===== src/rtl/kdu_pkg.sv =====
package kdu_pkg;
  typedef enum logic [1:0] {
    KDU_LOAD     = 2'd0,
    KDU_READY    = 2'd1,
    KDU_SCRAMBLE = 2'd2
  } kdu_state_e;
endpackage


===== src/rtl/kdu_key_store.sv =====
module kdu_key_store #(
  parameter int unsigned KEY_W  = 32,
  parameter int unsigned WORD_W = 8,
  parameter logic [KEY_W-1:0] KEY_VALUE = '0,
  localparam int unsigned NUM_WORDS = KEY_W / WORD_W,
  localparam int unsigned AW = (NUM_WORDS > 1) ? $clog2(NUM_WORDS) : 1
) (
  input  logic              clk_i,
  input  logic              rst_ni,
  input  logic              rd_en_i,
  input  logic [AW-1:0]     rd_addr_i,
  output logic              rvalid_o,
  output logic [AW-1:0]     raddr_o,
  output logic [WORD_W-1:0] rdata_o
);
  // one-cycle read latency
  always_ff @(posedge clk_i or negedge rst_ni) begin
    if (!rst_ni) begin
      rvalid_o <= 1'b0;
      raddr_o  <= '0;
      rdata_o  <= '0;
    end else begin
      rvalid_o <= rd_en_i;
      if (rd_en_i) begin
        raddr_o <= rd_addr_i;
        rdata_o <= KEY_VALUE[rd_addr_i*WORD_W +: WORD_W];
      end
    end
  end
endmodule


===== src/rtl/kdu_lfsr.sv =====
module kdu_lfsr #(
  parameter int unsigned LFSR_W = 16,
  parameter logic [LFSR_W-1:0] SEED = 16'hACE1,
  parameter logic [LFSR_W-1:0] TAPS = 16'hB400
) (
  input  logic              clk_i,
  input  logic              rst_ni,
  output logic [LFSR_W-1:0] state_o
);
  logic started_q;

  // Galois form, advances every cycle
  always_ff @(posedge clk_i or negedge rst_ni) begin
    if (!rst_ni) begin
      state_o   <= SEED;
      started_q <= 1'b0;
    end else begin
      state_o   <= (state_o >> 1) ^ (state_o[0] ? TAPS : '0);
      started_q <= 1'b1;
    end
  end

  AST_LFSR_NONZERO: assert property (@(posedge clk_i) disable iff (!rst_ni)
    state_o != '0);
  AST_LFSR_ADVANCES: assert property (@(posedge clk_i) disable iff (!rst_ni)
    started_q |-> !$stable(state_o));
endmodule


===== src/rtl/kdu_boot_seq.sv =====
module kdu_boot_seq
  import kdu_pkg::*;
#(
  parameter int unsigned NUM_WORDS = 4,
  localparam int unsigned AW = (NUM_WORDS > 1) ? $clog2(NUM_WORDS) : 1,
  localparam int unsigned CW = $clog2(NUM_WORDS + 1)
) (
  input  logic          clk_i,
  input  logic          rst_ni,
  input  logic          active_i,
  input  logic          rvalid_i,
  input  logic [AW-1:0] raddr_i,
  output logic          rd_en_o,
  output logic [AW-1:0] rd_addr_o,
  output logic          wr_en_o,
  output logic [AW-1:0] wr_idx_o,
  output logic          scramble_o,
  output logic          ready_o
);
  kdu_state_e state_q;
  logic [CW-1:0] cnt_q;
  logic last_wr_q;

  assign rd_en_o    = (state_q == KDU_LOAD) && (cnt_q < CW'(NUM_WORDS));
  assign rd_addr_o  = cnt_q[AW-1:0];
  assign wr_en_o    = (state_q == KDU_LOAD) && rvalid_i;
  assign wr_idx_o   = raddr_i;
  assign scramble_o = (state_q == KDU_SCRAMBLE);
  assign ready_o    = (state_q == KDU_READY);

  always_ff @(posedge clk_i or negedge rst_ni) begin
    if (!rst_ni) begin
      state_q   <= KDU_LOAD;
      cnt_q     <= '0;
      last_wr_q <= 1'b0;
    end else begin
      unique case (state_q)
        KDU_LOAD: begin
          if (rd_en_o) cnt_q <= cnt_q + 1'b1;
          last_wr_q <= wr_en_o && (raddr_i == AW'(NUM_WORDS - 1));
          // ready one cycle after the last word lands
          if (last_wr_q) begin
            state_q   <= KDU_READY;
            last_wr_q <= 1'b0;
          end
        end
        KDU_READY: begin
          if (!active_i) state_q <= KDU_SCRAMBLE;
        end
        KDU_SCRAMBLE: begin
          if (active_i) begin
            state_q <= KDU_LOAD;
            cnt_q   <= '0;
          end
        end
        default: state_q <= KDU_SCRAMBLE;
      endcase
    end
  end

  AST_IDLE_SCRAMBLES: assert property (@(posedge clk_i) disable iff (!rst_ni)
    (ready_o && !active_i) |=> (scramble_o && !ready_o));
  AST_ACTIVE_REFETCH: assert property (@(posedge clk_i) disable iff (!rst_ni)
    (scramble_o && active_i) |=> rd_en_o);
  AST_FETCH_COMPLETES: assert property (@(posedge clk_i) disable iff (!rst_ni)
    (state_q == KDU_LOAD) |=> !scramble_o);
  AST_ORDERED_FETCH: assert property (@(posedge clk_i) disable iff (!rst_ni)
    (rd_en_o && rd_addr_o != '0) |-> $past(rd_en_o) && rd_addr_o == $past(rd_addr_o) + 1'b1);
endmodule


===== src/rtl/kdu_key_regs.sv =====
module kdu_key_regs #(
  parameter int unsigned KEY_W  = 32,
  parameter int unsigned WORD_W = 8,
  localparam int unsigned NUM_WORDS = KEY_W / WORD_W,
  localparam int unsigned AW = (NUM_WORDS > 1) ? $clog2(NUM_WORDS) : 1
) (
  input  logic              clk_i,
  input  logic              rst_ni,
  input  logic              wr_en_i,
  input  logic [AW-1:0]     wr_idx_i,
  input  logic [WORD_W-1:0] wr_data_i,
  input  logic              scramble_i,
  input  logic [KEY_W-1:0]  rand_i,
  output logic [KEY_W-1:0]  key_o
);
  for (genvar w = 0; w < NUM_WORDS; w++) begin : g_word
    always_ff @(posedge clk_i or negedge rst_ni) begin
      if (!rst_ni) begin
        key_o[w*WORD_W +: WORD_W] <= '0;
      end else if (scramble_i) begin
        key_o[w*WORD_W +: WORD_W] <= rand_i[w*WORD_W +: WORD_W];
      end else if (wr_en_i && wr_idx_i == AW'(w)) begin
        key_o[w*WORD_W +: WORD_W] <= wr_data_i;
      end
    end
  end

  AST_SCRAMBLE_CHURNS: assert property (@(posedge clk_i) disable iff (!rst_ni)
    (scramble_i && $past(scramble_i)) |-> !$stable(key_o));
endmodule


===== src/rtl/kdu_locked_fn.sv =====
module kdu_locked_fn #(
  parameter int unsigned DATA_W = 8,
  parameter int unsigned KEY_W  = 32,
  parameter logic [KEY_W-1:0] KEY_VALUE = '0,
  localparam int unsigned XB = DATA_W,
  localparam int unsigned SB = 2 * DATA_W,
  localparam int unsigned MB = 3 * DATA_W
) (
  input  logic [DATA_W-1:0] a_i,
  input  logic [DATA_W-1:0] b_i,
  input  logic [KEY_W-1:0]  key_i,
  output logic [DATA_W-1:0] y_o
);
  logic [DATA_W-1:0] n1k, n2k, n3k, sum;

  assign sum = n1k + n2k;

  for (genvar i = 0; i < DATA_W; i++) begin : g_gate
    // XOR key-gates; the constant term is the inverter folded in at lock time
    assign n1k[i] = (a_i[i] ^ b_i[i]) ^ key_i[i]    ^ KEY_VALUE[i];
    assign n2k[i] = (a_i[i] & b_i[i]) ^ key_i[XB+i] ^ KEY_VALUE[XB+i];
    assign n3k[i] = sum[i]            ^ key_i[SB+i] ^ KEY_VALUE[SB+i];
    // mux key-gates: a mismatching key bit picks the decoy net
    if (KEY_VALUE[MB+i]) begin : g_mux_hi
      assign y_o[i] = key_i[MB+i] ? n3k[i] : n1k[i];
    end else begin : g_mux_lo
      assign y_o[i] = key_i[MB+i] ? n1k[i] : n3k[i];
    end
  end
endmodule


===== src/rtl/key_delivery_unit.sv =====
module key_delivery_unit #(
  parameter int unsigned KEY_W  = 32,
  parameter int unsigned WORD_W = 8,
  parameter int unsigned DATA_W = 8,
  parameter int unsigned LFSR_W = 16,
  parameter logic [KEY_W-1:0]  KEY_VALUE = 32'hC35A_96E1,
  parameter logic [LFSR_W-1:0] LFSR_SEED = 16'hACE1,
  parameter logic [LFSR_W-1:0] LFSR_TAPS = 16'hB400
) (
  input  logic              clk_i,
  input  logic              rst_ni,
  input  logic              active_i,
  input  logic [DATA_W-1:0] data_a_i,
  input  logic [DATA_W-1:0] data_b_i,
  output logic [DATA_W-1:0] result_o,
  output logic              key_ready_o
);
  localparam int unsigned NUM_WORDS = KEY_W / WORD_W;
  localparam int unsigned AW  = (NUM_WORDS > 1) ? $clog2(NUM_WORDS) : 1;
  localparam int unsigned REP = (KEY_W + LFSR_W - 1) / LFSR_W;

  logic              rd_en, rvalid, wr_en, scramble;
  logic [AW-1:0]     rd_addr, raddr, wr_idx;
  logic [WORD_W-1:0] rdata;
  logic [LFSR_W-1:0] lfsr;
  logic [REP*LFSR_W-1:0] rand_wide;
  logic [KEY_W-1:0]  key_q;
  logic [DATA_W-1:0] locked_y;

  for (genvar r = 0; r < REP; r++) begin : g_rep
    assign rand_wide[r*LFSR_W +: LFSR_W] = lfsr;
  end

  kdu_key_store #(.KEY_W(KEY_W), .WORD_W(WORD_W), .KEY_VALUE(KEY_VALUE)) u_store (
    .clk_i, .rst_ni, .rd_en_i(rd_en), .rd_addr_i(rd_addr),
    .rvalid_o(rvalid), .raddr_o(raddr), .rdata_o(rdata)
  );

  kdu_lfsr #(.LFSR_W(LFSR_W), .SEED(LFSR_SEED), .TAPS(LFSR_TAPS)) u_lfsr (
    .clk_i, .rst_ni, .state_o(lfsr)
  );

  kdu_boot_seq #(.NUM_WORDS(NUM_WORDS)) u_seq (
    .clk_i, .rst_ni, .active_i, .rvalid_i(rvalid), .raddr_i(raddr),
    .rd_en_o(rd_en), .rd_addr_o(rd_addr), .wr_en_o(wr_en), .wr_idx_o(wr_idx),
    .scramble_o(scramble), .ready_o(key_ready_o)
  );

  kdu_key_regs #(.KEY_W(KEY_W), .WORD_W(WORD_W)) u_regs (
    .clk_i, .rst_ni, .wr_en_i(wr_en), .wr_idx_i(wr_idx), .wr_data_i(rdata),
    .scramble_i(scramble), .rand_i(rand_wide[KEY_W-1:0]), .key_o(key_q)
  );

  kdu_locked_fn #(.DATA_W(DATA_W), .KEY_W(KEY_W), .KEY_VALUE(KEY_VALUE)) u_fn (
    .a_i(data_a_i), .b_i(data_b_i), .key_i(key_q), .y_o(locked_y)
  );

  assign result_o = key_ready_o ? locked_y : '0;

  AST_KEY_INTACT: assert property (@(posedge clk_i) disable iff (!rst_ni)
    key_ready_o |-> key_q == KEY_VALUE);
  AST_OUT_MASKED: assert property (@(posedge clk_i) disable iff (!rst_ni)
    !key_ready_o |-> result_o == '0);
  AST_KEY_HIDDEN: assert property (@(posedge clk_i) disable iff (!rst_ni)
    (scramble && $past(scramble)) |-> key_q != KEY_VALUE);
endmodule


===== config.mk =====
export PLATFORM = sky130hd
export DESIGN_NAME = key_delivery_unit
export DESIGN_NICKNAME = d
export VERILOG_FILES = /design/src/rtl/kdu_pkg.sv /design/src/rtl/kdu_key_store.sv /design/src/rtl/kdu_lfsr.sv /design/src/rtl/kdu_boot_seq.sv /design/src/rtl/kdu_key_regs.sv /design/src/rtl/kdu_locked_fn.sv /design/src/rtl/key_delivery_unit.sv
export SDC_FILE = /design/constraint.sdc
export NUM_CORES = 1
export LEC_CHECK = 0
export ABC_AREA = 1
export BUFFER_PORTS_ARGS = -buffer_cell sky130_fd_sc_hd__buf_2
export CORE_ASPECT_RATIO = 0.5
export CORE_MARGIN = 10
export CORE_UTILIZATION = 50
export CTS_CLUSTER_DIAMETER = 120
export DETAILED_ROUTE_END_ITERATION = 10
export GPL_ROUTABILITY_DRIVEN = 0
export MAX_ROUTING_LAYER = met4
export PLACE_DENSITY = 0.66
export SKIP_CTS_REPAIR_TIMING = 1
export SLEW_MARGIN = 20
export SYNTH_ARGS = -nofsm -noshare
export SYNTH_HDL_FRONTEND = slang
export SYNTH_SLANG_ARGS = --single-unit

===== constraint.sdc =====
create_clock -name clk_i -period 2.4 [get_ports clk_i]
set_input_delay 0.12 -clock clk_i [delete_from_list [all_inputs] [get_ports clk_i]]
set_output_delay 0.12 -clock clk_i [all_outputs]
set_load 0.005 [all_outputs]

==> out/results.env <==
STATUS='complete, but fails checks'
FAILING_CHECKS='negative hold slack'
SEQ_POWER_SHARE=0.295
FP.DIEW_UM=137
HOLDWS_PS=-51.1
TIMING.CRITICAL_PATH.FROM_TYPE='register'
DIE_AREA_UM2=10700
YS.WARNINGS.COUNT=0
ANTENNADIODECOUNT=0
SEQCELLAREA_UM2=1640
GRT_REMAINING_OVERFLOW=0
CTS_TREE='done'
FLOORPLAN.IO_PINS=28
MET2_USAGE=0.225
TIMING.MAX_CAP.VIOLATIONS=0
CRITICAL_PATH.ENDPOINT_TYPE='output port'
NUMBER_OF_SINKS_HANDLED_BY_CLOCK_TREE_SYNTHESIS=65
POWER.STATIC_LEAKAGE_uW=0.00195
CP_DATA_ARRIVAL_TIME_PS=2250
GRTUSAGEMET3=0.0559
ASYNC_RESET_FF_FRAC=1.00
MAIN_COMBINATIONAL_CELL_FAMILY_BY_AREA_AFTER_SYNTHESIS='simple AND/OR/NAND/NOR gates'
POWER_DENSITY_nW_PER_UM2=1580
TOTAL_SWITCHING_POWER_uW=2680
FINALNETCOUNT=438
DRC=0
NETLIST_AREA_UM2=3410
SYNTH-SEQ-AREA-SHARE=0.480
SKEW_PS=4.56
SYNTH.LIB_CELLS_USED.DISTINCT=33
WORST_IR_DROP_VDD_mV=0.560
FILLCELLCOUNT=588
FINALWIRELENGTH_UM=7570
UTILIZATION=0.597
SYNTH_AREA_LEADERS='sky130_fd_sc_hd__dfrtp_1 (42%), sky130_fd_sc_hd__ha_1 (8.1%), sky130_fd_sc_hd__nand2_1 (6.7%)'
POST_SYNTHESIS_CELLS=365
WORST_HOLD_PATH_TYPE='input pin to async pin'
SYNTHADDERAREAFRAC=0.0866
GRT_FIRST_PASS_WIRELENGTH_UM=12400
CTS.HTREE.LEVELS=3
SYN-NUM-NETS=407
DIE_H_UM=78.4
CRIT_START='u_regs.key_o[8]'
SETUP_VIOL=0
SYN_AVG_CELL_AREA_UM2=9.34
VIAS=2640
CTS_INSERTED_BUFFERS=9
SLEW_VIOLATIONS=0
POST_SYNTHESIS_SIMPLE_GATE_AREA_FRACTION=0.200
SYN2LAYOUT_AREA_GROWTH_PCT=16.4
PIN_COUNT_OF_THE_BIGGEST_NET_ENTERING_GLOBAL_ROUTING=66
SYNTH_FF_TYPE='sky130_fd_sc_hd__dfrtp_1'
SYNTH-COMPOUND-AREA-SHARE=0.112
GRTUSAGEMET1=0.190
ROUTE.DETAILED.WL_PER_INST_UM=15.4
PWR-SHARE-CLK=0.212
MAXSLEWHEADROOM=0.459
DETAILEDPLACEMENTHPWL_UM=5400
ROW_COUNT=21
SYNTH_MUX_AREA_FRAC=0
INITIAL_CORE_UTIL=0.513
WORSTPATHMAXFANOUT=2
FLOORPLAN.CORE_AREA_UM2=6650
P_INT_uW=3610
CLK_ROOT_BUFFER_CELL='sky130_fd_sc_hd__clkbuf_16'
HOLD_VIOL_FINAL=49
GR-USAGE-ALL-LAYERS=0.150
CLKSLEWWORSTSETUPHOLDPATHS_PS=50
WORSTPATHREQUIRED_PS=2280
LAYOUT_WORST_PATH_CYCLE_SHARE=0.989
ANTENNA_LEFT=0
WORST_R2R_PATH_DEPTH=7
YOSYSTOPAREACELL='sky130_fd_sc_hd__dfrtp_1'
CRIT_TYPE='register to output port'
SYNTH_TOP_CELL_AREA_SHARE=0.418
SWITCHING_SHARE=0.426
FINAL_CELL_MIX='sky130_fd_sc_hd__nand2_1 (57), sky130_fd_sc_hd__dfrtp_1 (57), sky130_fd_sc_hd__inv_1 (35)'
RSZ0062_AT_GRT='true'
R2R-START='u_seq.state_q[1]'
MULTI_INPUT_AREA_UM2=1610
CTS.PATH.MAX_BUFFERS=2
FINAL_LAYOUT_SIZE_SUFFIX_GT1_FRAC=0.209
TIGHTEST_SLEW_PS=812
SYNTH-XOR-AREA-SHARE=0.0565
TOTAL_POWER_uW=6280
GR-MAX-USAGE-LAYER='met2'
COMB_POWER_SHARE=0.492
NUMPORTBUFFERS=27
MAX_FREQ_GHz=0.421
GRT_PASS1_VIAS=2567
DRT_PRE_ANTENNA_ITERS=4
ANTENNA_FOUND_INITIAL=0
SYNTH_EDF_COUNT=0
DRT-INITIAL-DRC-COUNT=184
POSTSYNTHREGISTERBITS=65
CLOCK_INSERTION_DELAY_AT_THE_LATER_PIN_OF_THE_SKEW_REPORT_PS=330
VIA_TO_CELL_RATIO=5.35
POST-ROUTE-MIN-PERIOD_PS=2370
FIN_TNS_SETUP_PS=0
==> power by group through the flow <==
stage / sequential, uW / combinational, uW / clock (uW)
2_1_floorplan: 1760 / 2410 / 0
6_report: 1850 / 3090 / 1330
3_5_place_dp: 1860 / 2940 / 0
4_1_cts: 1850 / 2960 / 1340
3_3_place_gp: 1840 / 2840 / 0
5_1_grt: 1910 / 3540 / 1390
==> registers in the layout (all words and copies together), names as in the netlist <==
register,flops
u_regs.key_o,32
u_lfsr.state_o,16
u_store.rdata_o,8
u_seq.cnt_q,3
u_seq.state_q,2
u_store.raddr_o,2
u_seq.last_wr_q,1
u_store.rvalid_o,1
==> routing by layer <==
metal,share of wire,up-vias
li1,-,1273
met1,0.47,1284
met2,0.45,66
met3,0.066,17
met4,0.014,0
met5,0,-
==> cells in the mapped netlist, types with 5 or more instances <==
| library cell | count |
|---|---|
| sky130_fd_sc_hd__a21oi_1 | 9 |
| sky130_fd_sc_hd__a31oi_1 | 31 |
| sky130_fd_sc_hd__buf_6 | 5 |
| sky130_fd_sc_hd__dfrtp_1 | 57 |
| sky130_fd_sc_hd__dfstp_2 | 8 |
| sky130_fd_sc_hd__ha_1 | 22 |
| sky130_fd_sc_hd__inv_1 | 36 |
| sky130_fd_sc_hd__nand2_1 | 61 |
| sky130_fd_sc_hd__nand2_4 | 5 |
| sky130_fd_sc_hd__nand3_1 | 30 |
| sky130_fd_sc_hd__nor2_1 | 34 |
| sky130_fd_sc_hd__o21ai_0 | 14 |
| sky130_fd_sc_hd__or2_2 | 5 |
| sky130_fd_sc_hd__xnor2_1 | 10 |
| sky130_fd_sc_hd__xor2_1 | 12 |
==> cell type report <==
| class | instances | area share |
|---|---|---|
| inverter | 39 | 0.0375 |
| clock buffer | 14 | 0.0690 |
| sequential | 65 | 0.412 |
| multi-input combinational | 252 | 0.405 |
| clock inverter | 2 | 0.00883 |
| tap | 92 | 0.0290 |
| timing repair buffer | 29 | 0.0378 |
==> critical path: stages, from the launching register on <==
cell	delay, ps
sky130_fd_sc_hd__dfrtp_1	390
sky130_fd_sc_hd__xor2_1	170
sky130_fd_sc_hd__ha_2	210
sky130_fd_sc_hd__inv_2	40
sky130_fd_sc_hd__fa_2	370
sky130_fd_sc_hd__nand3b_1	180
sky130_fd_sc_hd__nand2_2	90
sky130_fd_sc_hd__inv_1	50
sky130_fd_sc_hd__a21oi_1	120
sky130_fd_sc_hd__o21ai_1	80
sky130_fd_sc_hd__nand3_1	60
sky130_fd_sc_hd__inv_1	40
sky130_fd_sc_hd__buf_2	120
==> logic make-up (layout without fill, tap and decap cells) <==
logic type | count (synthesis) | count (layout)
AND/OR/NAND/NOR | 143 | 143
flip-flops | 65 | 65
AO/OA/AOI/OAI | 64 | 64
buffers and inverters | 48 | 84
adder cells (fa/ha/maj) | 23 | 23
XOR/XNOR | 22 | 22
==> worst paths after layout <==
path                       slack, ps            endpoint
min in group clk_i                10    u_seq.state_q[1]
hold reg to reg                  370   u_lfsr.state_o[5]
max in group asynchronous       1900  u_store.rdata_o[0]
hold / removal                   -50     u_regs.key_o[0]
setup / recovery                  30         result_o[4]
setup reg to reg                 870    u_regs.key_o[19]
==> through the flow <==
stage	worst slack, ps	std cells	hold WS, ps	area (um2)
floorplan	516	365	-176	3410
global placement	125	477	331	3600
detailed placement	72.2	477	350	3600
CTS	-140	493	0.980	3910
global route	-144	493	22.1	3970
finish	25.6	493	-51.1	3970
(Power assumes the default switching activity.)
